File: config.mk
export PLATFORM = sky130hd
export DESIGN_NAME = mbox_regs
export DESIGN_NICKNAME = d
export VERILOG_FILES = /design/src/rtl/mbox_pkg.sv /design/src/rtl/mbox_port.sv /design/src/rtl/mbox_store.sv /design/src/rtl/mbox_regs.sv
export SDC_FILE = /design/constraint.sdc
export NUM_CORES = 1
export LEC_CHECK = 0
export BUFFER_PORTS_ARGS = -buffer_cell sky130_fd_sc_hd__buf_2
export CAP_MARGIN = 20
export CORE_ASPECT_RATIO = 0.6
export CORE_MARGIN = 2
export CORE_UTILIZATION = 50
export CTS_BUF_LIST = sky130_fd_sc_hd__clkbuf_8 sky130_fd_sc_hd__clkbuf_16
export DETAILED_ROUTE_END_ITERATION = 10
export PLACE_DENSITY = 0.78
export SYNTH_ARGS = -nofsm -noshare
export SYNTH_HDL_FRONTEND = slang
export SYNTH_SLANG_ARGS = --single-unit
export TNS_END_PERCENT = 1
File: constraint.sdc
create_clock -name clk_i -period 1.5 [get_ports clk_i]
set_input_delay 0.45 -clock clk_i [delete_from_list [all_inputs] [get_ports clk_i]]
set_output_delay 0.45 -clock clk_i [all_outputs]
set_load 0.01 [all_outputs]
File: src/rtl/mbox_pkg.sv
package mbox_pkg;
  localparam int AW      = 3;
  localparam int DW      = 8;
  localparam int NDIG    = 4;
  localparam int SEG_W   = NDIG * DW;

  localparam logic [AW-1:0] ADR_CTRL = 3'd0;
  localparam logic [AW-1:0] ADR_FLAG = 3'd1;
  localparam logic [AW-1:0] ADR_VAL  = 3'd2;
  localparam logic [AW-1:0] ADR_IO   = 3'd3;
  localparam logic [AW-1:0] ADR_SEG  = 3'd4;

  // control byte field positions
  localparam int CTRL_RST_BIT = 7;
  localparam int CTRL_MEM_BIT = 6;

  typedef struct packed {
    logic          fire;
    logic          we;
    logic [AW-1:0] adr;
    logic [DW-1:0] dat;
  } bus_req_t;
endpackage

File: src/rtl/mbox_port.sv
module mbox_port
  import mbox_pkg::*;
(
  input  logic          clk_i,
  input  logic          rst_ni,
  input  logic          cyc_i,
  input  logic          stb_i,
  input  logic          we_i,
  input  logic [AW-1:0] adr_i,
  input  logic [DW-1:0] dat_i,
  output bus_req_t      req_o,
  output logic          ack_o
);
  logic held_q;
  logic sel;
  logic accept;

  assign sel    = cyc_i & stb_i;
  assign accept = sel & ~held_q;

  always_ff @(posedge clk_i or negedge rst_ni) begin
    if (!rst_ni) begin
      held_q <= 1'b0;
      ack_o  <= 1'b0;
    end else begin
      ack_o <= accept;
      if (accept)   held_q <= 1'b1;
      else if (!sel) held_q <= 1'b0;
    end
  end

  assign req_o.fire = accept;
  assign req_o.we   = we_i;
  assign req_o.adr  = adr_i;
  assign req_o.dat  = dat_i;
endmodule

File: src/rtl/mbox_store.sv
module mbox_store
  import mbox_pkg::*;
#(
  parameter int N_DIG = NDIG
) (
  input  logic              clk_i,
  input  logic              rst_ni,
  input  bus_req_t          h_req_i,
  input  bus_req_t          d_req_i,
  input  logic [DW-1:0]     sw_i,
  output logic [1:0]        ctrl_o,
  output logic [DW-1:0]     flags_o,
  output logic [DW-1:0]     val_o,
  output logic [DW-1:0]     led_o,
  output logic [N_DIG*DW-1:0] seg_o,
  output logic [DW-1:0]     h_rdat_o,
  output logic [DW-1:0]     d_rdat_o
);
  logic h_wr, d_wr;
  logic [DW-1:0] set_mask, clr_mask;

  assign h_wr = h_req_i.fire & h_req_i.we;
  assign d_wr = d_req_i.fire & d_req_i.we;

  assign set_mask = (h_wr && h_req_i.adr == ADR_FLAG) ? h_req_i.dat : '0;
  assign clr_mask = (d_wr && d_req_i.adr == ADR_FLAG) ? d_req_i.dat : '0;

  always_ff @(posedge clk_i or negedge rst_ni) begin
    if (!rst_ni) begin
      ctrl_o  <= '0;
      flags_o <= '0;
      val_o   <= '0;
      led_o   <= '0;
    end else begin
      // host-only control
      if (h_wr && h_req_i.adr == ADR_CTRL)
        ctrl_o <= {h_req_i.dat[CTRL_RST_BIT], h_req_i.dat[CTRL_MEM_BIT]};
      // set beats clear on the same bit
      flags_o <= (flags_o & ~clr_mask) | set_mask;
      if (d_wr && d_req_i.adr == ADR_VAL)      val_o <= d_req_i.dat;
      else if (h_wr && h_req_i.adr == ADR_VAL) val_o <= h_req_i.dat;
      if (d_wr && d_req_i.adr == ADR_IO)       led_o <= d_req_i.dat;
      else if (h_wr && h_req_i.adr == ADR_IO)  led_o <= h_req_i.dat;
    end
  end

  for (genvar k = 0; k < N_DIG; k++) begin : g_dig
    localparam logic [AW-1:0] DADR = ADR_SEG + AW'(k);
    always_ff @(posedge clk_i or negedge rst_ni) begin
      if (!rst_ni)
        seg_o[k*DW +: DW] <= '1;
      else if (d_wr && d_req_i.adr == DADR)
        seg_o[k*DW +: DW] <= d_req_i.dat;
      else if (h_wr && h_req_i.adr == DADR)
        seg_o[k*DW +: DW] <= h_req_i.dat;
    end
  end

  function automatic logic [DW-1:0] rd(input logic [AW-1:0] a);
    logic [DW-1:0] r;
    r = '0;
    if (a == ADR_CTRL) begin
      r[CTRL_RST_BIT] = ctrl_o[1];
      r[CTRL_MEM_BIT] = ctrl_o[0];
    end else if (a == ADR_FLAG) r = flags_o;
    else if (a == ADR_VAL)      r = val_o;
    else if (a == ADR_IO)       r = sw_i;
    else begin
      for (int k = 0; k < N_DIG; k++)
        if (a == ADR_SEG + AW'(k)) r = seg_o[k*DW +: DW];
    end
    return r;
  endfunction

  assign h_rdat_o = rd(h_req_i.adr);
  assign d_rdat_o = rd(d_req_i.adr);
endmodule

File: src/rtl/mbox_regs.sv
module mbox_regs
  import mbox_pkg::*;
(
  input  logic             clk_i,
  input  logic             rst_ni,
  input  logic             h_cyc_i,
  input  logic             h_stb_i,
  input  logic             h_we_i,
  input  logic [AW-1:0]    h_adr_i,
  input  logic [DW-1:0]    h_dat_i,
  output logic [DW-1:0]    h_dat_o,
  output logic             h_ack_o,
  input  logic             d_cyc_i,
  input  logic             d_stb_i,
  input  logic             d_we_i,
  input  logic [AW-1:0]    d_adr_i,
  input  logic [DW-1:0]    d_dat_i,
  output logic [DW-1:0]    d_dat_o,
  output logic             d_ack_o,
  input  logic [DW-1:0]    sw_i,
  output logic [DW-1:0]    led_o,
  output logic [SEG_W-1:0] seg_o,
  output logic             dev_rst_o,
  output logic             host_mem_o,
  output logic             irq_o
);
  bus_req_t      h_req, d_req;
  logic [1:0]    ctrl_q;
  logic [DW-1:0] flags_q, val_q;
  logic [DW-1:0] h_rdat, d_rdat;

  mbox_port u_hport (
    .clk_i, .rst_ni,
    .cyc_i(h_cyc_i), .stb_i(h_stb_i), .we_i(h_we_i),
    .adr_i(h_adr_i), .dat_i(h_dat_i),
    .req_o(h_req), .ack_o(h_ack_o)
  );

  mbox_port u_dport (
    .clk_i, .rst_ni,
    .cyc_i(d_cyc_i), .stb_i(d_stb_i), .we_i(d_we_i),
    .adr_i(d_adr_i), .dat_i(d_dat_i),
    .req_o(d_req), .ack_o(d_ack_o)
  );

  mbox_store #(.N_DIG(NDIG)) u_store (
    .clk_i, .rst_ni,
    .h_req_i(h_req), .d_req_i(d_req), .sw_i,
    .ctrl_o(ctrl_q), .flags_o(flags_q), .val_o(val_q),
    .led_o, .seg_o,
    .h_rdat_o(h_rdat), .d_rdat_o(d_rdat)
  );

  // read data captured on the accepting edge (pre-write view)
  always_ff @(posedge clk_i or negedge rst_ni) begin
    if (!rst_ni) begin
      h_dat_o <= '0;
      d_dat_o <= '0;
    end else begin
      if (h_req.fire) h_dat_o <= h_rdat;
      if (d_req.fire) d_dat_o <= d_rdat;
    end
  end

  assign dev_rst_o  = ctrl_q[1];
  assign host_mem_o = ctrl_q[0];
  assign irq_o      = |flags_q;

  logic unused_val;
  assign unused_val = ^val_q;
endmodule

# Word level (Yosys, flattened, before mapping)

Index checks and enable logic that the tools add are counted.

Bits in registers: 78
Word-level logic and storage cells: 101

Equality and inequality tests: 16
Mux-type cells: 36
Bitwise logic cells: 11
Reductions and logical operators: 24

Operators with widths:

| cell                                                            | count |
|---|---|
| 8-bit two-way mux                                               | 28 |
| 3-bit == test, second input constant                            | 8 |
| 1-bit logical AND                                               | 15 |
| 3-bit by 2-bit == test with 1-bit output, second input constant | 4 |
| 6-bit two-way mux                                               | 2 |
| 2-bit nonzero test                                              | 6 |
| 8-bit AND                                                       | 1 |
| 8-bit NOT                                                       | 1 |
| 8-bit OR                                                        | 1 |
| 8-bit OR reduction                                              | 1 |
| 1-bit AND                                                       | 6 |
| 3-bit by 1-bit == test with 1-bit output, second input constant | 2 |
| 3-bit logical NOT                                               | 2 |
| 1-bit two-way mux                                               | 4 |
| 2-bit two-way mux                                               | 2 |
| 2-bit != test, second input constant                            | 2 |
| 1-bit NOT                                                       | 2 |

# Logic depth before layout (Yosys ltp)

Depth after elaboration: 9
Gate-level depth with buffers: 7
Depth with buffers taken out: 5

# By module

From an unflattened synthesis, not the netlist that was laid out.

Cells, all modules: 493
Area, all modules: 4722.0 um^2

By module, submodules not included:

| module     | instances | cells each | area each (um^2) | seq. area each (um^2) |
|---|---|---|---|---|
| mbox_store | 1         | 422        | 3717.3           | 1491.4 |
| mbox_regs  | 1         | 37         | 679.4            | 400.4 |
| mbox_port  | 2         | 17         | 162.7            | 50.0 |

# Worst setup path before layout

No wires, ideal clock.

Kind: input -> register
From: in d_adr_i[0]
To: reg u_store.val_o[5]
Library setup time: 137 ps
Data arrival time: 1524 ps
Data required time: 1363 ps
Slack: -161 ps
Cell stages on the path: 6
Cells stage by stage: buf_4 -> nor2_1 -> nand4_1 -> clkbuf_1 -> nor2_1 -> a21oi_1

Cells in the longest elaborated chain, start to end: 3
Elaborated cells between the ends (all ways): 4
Those cells by class: eq/ne: 1; mux: 1; reduce/logical: 2

RTL lines:

| what                                                           | line             | source |
|---|---|---|
| from (decl)                                                    | mbox_regs.sv:16  | `input logic [AW-1:0] d_adr_i,` |
| 3-bit by 2-bit == test with 1-bit output *                     | mbox_store.sv:40 | `if (d_wr && d_req_i.adr == ADR_VAL) val_o <= d_req_i.dat;` |
| 1-bit logical AND *                                            | mbox_store.sv:40 |  |
| 8-bit two-way mux / 2-bit nonzero test (equally long branches) | --               |  |
| to (signal assigned)                                           | mbox_store.sv:40 |  |
| to (signal assigned)                                           | mbox_store.sv:41 | `else if (h_wr && h_req_i.adr == ADR_VAL) val_o <= h_req_i.dat;` |
| to (decl)                                                      | mbox_store.sv:13 | `output logic [DW-1:0] val_o,` |

Mark *: on every way between the ends. The rest lies on a longest branch, timed or not.
A chain may end at the register's enable or synchronous reset.

# Final worst setup path

From: reg u_store.flags_o[2]
To: out irq_o

Cells in the longest elaborated chain, start to end: 1

RTL lines:

| what                   | line             | source |
|---|---|---|
| from (decl)            | mbox_store.sv:12 | `output logic [DW-1:0] flags_o,` |
| from (signal assigned) | mbox_store.sv:39 | `flags_o <= (flags_o & ~clr_mask) \| set_mask;` |
| 8-bit OR reduction     | mbox_regs.sv:67  | `assign irq_o = \|flags_q;` |
| to (decl)              | mbox_regs.sv:25  | `output logic irq_o` |

Every way passes these cells.

==> flow_summary.toml <==
[routing]
detail_route.drc_violations = 0
count_of_routing_violations_after_the_opening_detailed_route_iteration = 385
detailroute.via_count = 4588
post_drt_wl_per_cell_um = 21.7
route.antenna.remaining_nets = 0
routed_wirelength_mm = 15.7
vias_per_cell = 6.33
detailedRoute.firstPassIterationCount = 6

[pwr]
p_leak_nw = 2.76
p_int_mw = 5.48
combPwrFrac_pct = 29.6
worst_ir_drop_vdd_v = 0.000683
clockPowerShare_pct = 28.4
finalPower_mw = 8.16
switchingPower_mw = 2.68
seq_power_share_pct = 42.0
pwr_density_cell_nw_per_um2 = 1300
power_switching_share_pct = 32.8

[finish]
area.growth.synth_to_final_pct = 35.0
n_antenna_cell = 0
multi_input_area_um2 = 2510
layoutNonFillerInstCount = 725
design.final.nets = 642
final_layout_size_suffix_gt1_share_pct = 39.2
layout.area.seq_um2 = 1990
fin_util_pct = 68.8
count_of_fill_cells_added_during_filler_insertion = 706

[setup_path]
critical_path.reg2reg.endpoint = "u_store.seg_o[29]$_DFFE_PN1P_"
worst_setup_path_startpoint = "u_store.flags_o[2]$_DFF_PN0_"
arrival_ps = 1310
timing.critical_path.to = "irq_o"
critical_path.endpoint_type = "primary output"
setup.worst_path.class = "reg -> out"
max_stage_delay_ps = 410
worst_ep_required_time_ps = 1050
slowest_stage = "sky130_fd_sc_hd__dfrtp_1"
maximum_net_fanout_on_the_critical_path = 2
r2r_setup_slack_ps = -70
r2r-start = "u_hport.held_q$_DFFE_PN0P_"
reg2regPathDepth = 6
timing.critical_path.cells = "nor4_2 > nand2_1 > buf_2"
worstSetupStartpointType = "flip-flop"

[floorplan]
design.portCount = 99
die_area_um2 = 10100
die_width_um = 129
placementRows = 27
core_area_um2 = 9120
die_h_um = 78.7
initial_core_util_pct = 51.0

[sta]
clock.fmax_mhz = 570
worst-slew-pin-transition_ps = 450
report.final.setup_viol = 16
final-max-slew-violation-count = 0
fin_worst_hold_slack_ps = 110
finalClockSkew_ps = 9.31
final_critical_path_time_including_i_o_delays_and_setup_ps = 1760
max_slew_margin_pct = 70.0
period_share_pct = 117
rsz0062_at_grt = "yes"
report.final.hold_viol_count = 0
setup_slack_ps = -255

[synth]
synth-edff-count = 0
syn-cell-area_um2 = 4650
syn_nets = 505
syn_area_per_cell_um2 = 9.96
synthTopCellsByArea = "sky130_fd_sc_hd__dfrtp_1 25%, sky130_fd_sc_hd__dfstp_2 18%, sky130_fd_sc_hd__mux2i_1 13%, sky130_fd_sc_hd__a21oi_1 4.7%, sky130_fd_sc_hd__nand2_1 4.2%"
yosys_warnings = 0
synth.lib_cells_used.distinct = 58
synth_top_cells_by_count = "60 x sky130_fd_sc_hd__mux2i_1, 52 x sky130_fd_sc_hd__nand2_1, 46 x sky130_fd_sc_hd__dfrtp_1"
yosysTopAreaCellShare_pct = 24.8
synth.ff_latch_count = 78
yosys.area.top_type = "sky130_fd_sc_hd__dfrtp_1"
yosys.cell_count.top_type = "sky130_fd_sc_hd__mux2i_1"
yosysSeqAreaShare_pct = 42.8
dominantRegCellSynth = "sky130_fd_sc_hd__dfrtp_1"
async_flop_share_pct = 100
synthesis.instances = 467

[clock_tree]
cts_max_level = 3
tritoncts = "built"
clock-root-buffer = "sky130_fd_sc_hd__clkbuf_16"
number_of_cts_inserted_buffers = 9
postCtsHoldBufs = 0
cts.sink_count = 78
clkTransAtPathRegs_ps = 60
clock_path_buffers = 2
clock_latency_ps = 340

[global_route]
grt_max_degree = 79
gr-usage-all-layers_pct = 32.1
initial_antenna_violation_count = 0
first_pass_grt_wire_length_mm = 24.6
number_of_global_route_vias_before_repair = 4452
gr-total-overflow = 0

[status]
violations = "setup timing"
result_of_the_run = "finished, violations left"

[placement]
port-buffer-count = 98
place_inst = 708
post-place-ws_ps = -316
place.gp.congestion = 0.981
dp_hpwl_mm = 11.4

[worst_hold_path]
worstHoldPathType = "in -> async"

[job]
cap_violations = 0
[cells in the final DEF, fill, tap and decap left out, types with 3 or more instances in the layout]
cell                         n
sky130_fd_sc_hd__inv_1       6
sky130_fd_sc_hd__nand3b_1    3
sky130_fd_sc_hd__mux2i_1    60
sky130_fd_sc_hd__mux4_2      4
sky130_fd_sc_hd__buf_12      9
sky130_fd_sc_hd__a21oi_1    44
sky130_fd_sc_hd__buf_4      53
sky130_fd_sc_hd__nor2_1     39
sky130_fd_sc_hd__a221oi_2    3
sky130_fd_sc_hd__nor3b_1     3
sky130_fd_sc_hd__nor3_1      3
sky130_fd_sc_hd__clkbuf_16  10
sky130_fd_sc_hd__dfrtp_1    46
sky130_fd_sc_hd__a31oi_1     3
sky130_fd_sc_hd__a22oi_1     3
sky130_fd_sc_hd__o2bb2ai_1   6
sky130_fd_sc_hd__a221oi_1   16
sky130_fd_sc_hd__nand2_1    52
sky130_fd_sc_hd__mux4_1      3
sky130_fd_sc_hd__dfstp_2    32
sky130_fd_sc_hd__nor2b_1     9
sky130_fd_sc_hd__nand3_1     4
sky130_fd_sc_hd__buf_6      32
sky130_fd_sc_hd__nor4_2      3
sky130_fd_sc_hd__buf_2      67
sky130_fd_sc_hd__mux2_2      6
sky130_fd_sc_hd__o21ai_1     7
sky130_fd_sc_hd__nand2b_1    6
sky130_fd_sc_hd__o21ai_0    14
sky130_fd_sc_hd__a22o_1     14
sky130_fd_sc_hd__o31ai_1     4
[through the flow]
stage	cell area [µm²]	setup TNS [ps]
final	6280	-597
after global routing	6280	-3000
after CTS	6180	-449
after detailed placement	5730	-12110
after global placement	5730	-10140
after floorplan	4690	-2200
[logic make-up (layout without fill, tap and decap cells)]
group	after synthesis	after routing	share of synthesized area (%)
flops	78	78	42.8
compound gates	129	129	18.6
mux	73	73	18.0
buf+inv	43	185	4.17
simple gates	144	144	16.4
[flip-flops by register name, summed over array words and instances, names as in the netlist, 2 cells and up]
name and count:
u_store.flags_o 8, u_store.seg_o 32, u_store.ctrl_o 2, h_dat_o 8, d_dat_o 8, u_store.val_o 8, u_store.led_o 8
[how the worst min path moves through the flow]
| stage | startpoint | endpoint | slack, ps | cells after the start |
|---|---|---|---|---|
| 5_1_grt | rst_ni | u_hport.held_q$_DFFE_PN0P_ | 170 | 2 |
| 4_1_cts | rst_ni | u_hport.held_q$_DFFE_PN0P_ | 160 | 2 |
| 2_1_floorplan | rst_ni | d_dat_o[0]$_DFFE_PN0N_ | 150 | 0 |
| 3_3_place_gp | h_dat_o[7]$_DFFE_PN0N_ | h_dat_o[7]$_DFFE_PN0N_ | 490 | 2 |
| 3_5_place_dp | h_dat_o[7]$_DFFE_PN0N_ | h_dat_o[7]$_DFFE_PN0N_ | 500 | 2 |
| 6_report | rst_ni | u_hport.held_q$_DFFE_PN0P_ | 110 | 2 |
[layout make-up]
| type | count | area share [%] |
|---|---|---|
| clock buffers | 10 | 3.99 |
| clock inverters | 6 | 1.08 |
| inverters | 7 | 0.458 |
| multi-input cells | 346 | 40.0 |
| flip-flops and latches | 78 | 31.7 |
| well taps | 116 | 2.31 |
| repair buffers | 162 | 20.4 |
[worst max-delay path, delay by kind of cell (launching register included)]
kind                   cells  cell delay, ps
and+or+nand+nor            2             400
buffers and inverters      1             150
DFF                        1             410
[power groups by stage]
stage	Clock, mW	Combinational, mW	Sequential (mW)
global route	2.41	2.63	3.47
CTS	2.33	2.31	3.38
floorplan	0	1.02	3.36
global placement	0	2.06	3.36
detailed placement	0	2.13	3.37
finish	2.32	2.42	3.43
[metal layers]
metal | part of all wire, % | GRT usage [%] | up-vias
met1 | 45 | 45.7 | 2306
met4 | 1.7 | 9.78 | 0
met3 | 9.0 | 7.41 | 27
met2 | 45 | 49.1 | 245
met5 | 0 | 0 | -
li1 | - | - | 2010
[repair_timing]
action / 4_1_cts / 5_1_grt
gates resized for setup: 23 / 16
gates cloned: 0 / 0
endpoints found under the setup margin: 40 / 80
pin swaps: 5 / 6
endpoints found under the hold margin: 0 / 0
buffers inserted: 1 / 0
Power figures use the tool's default switching activity.
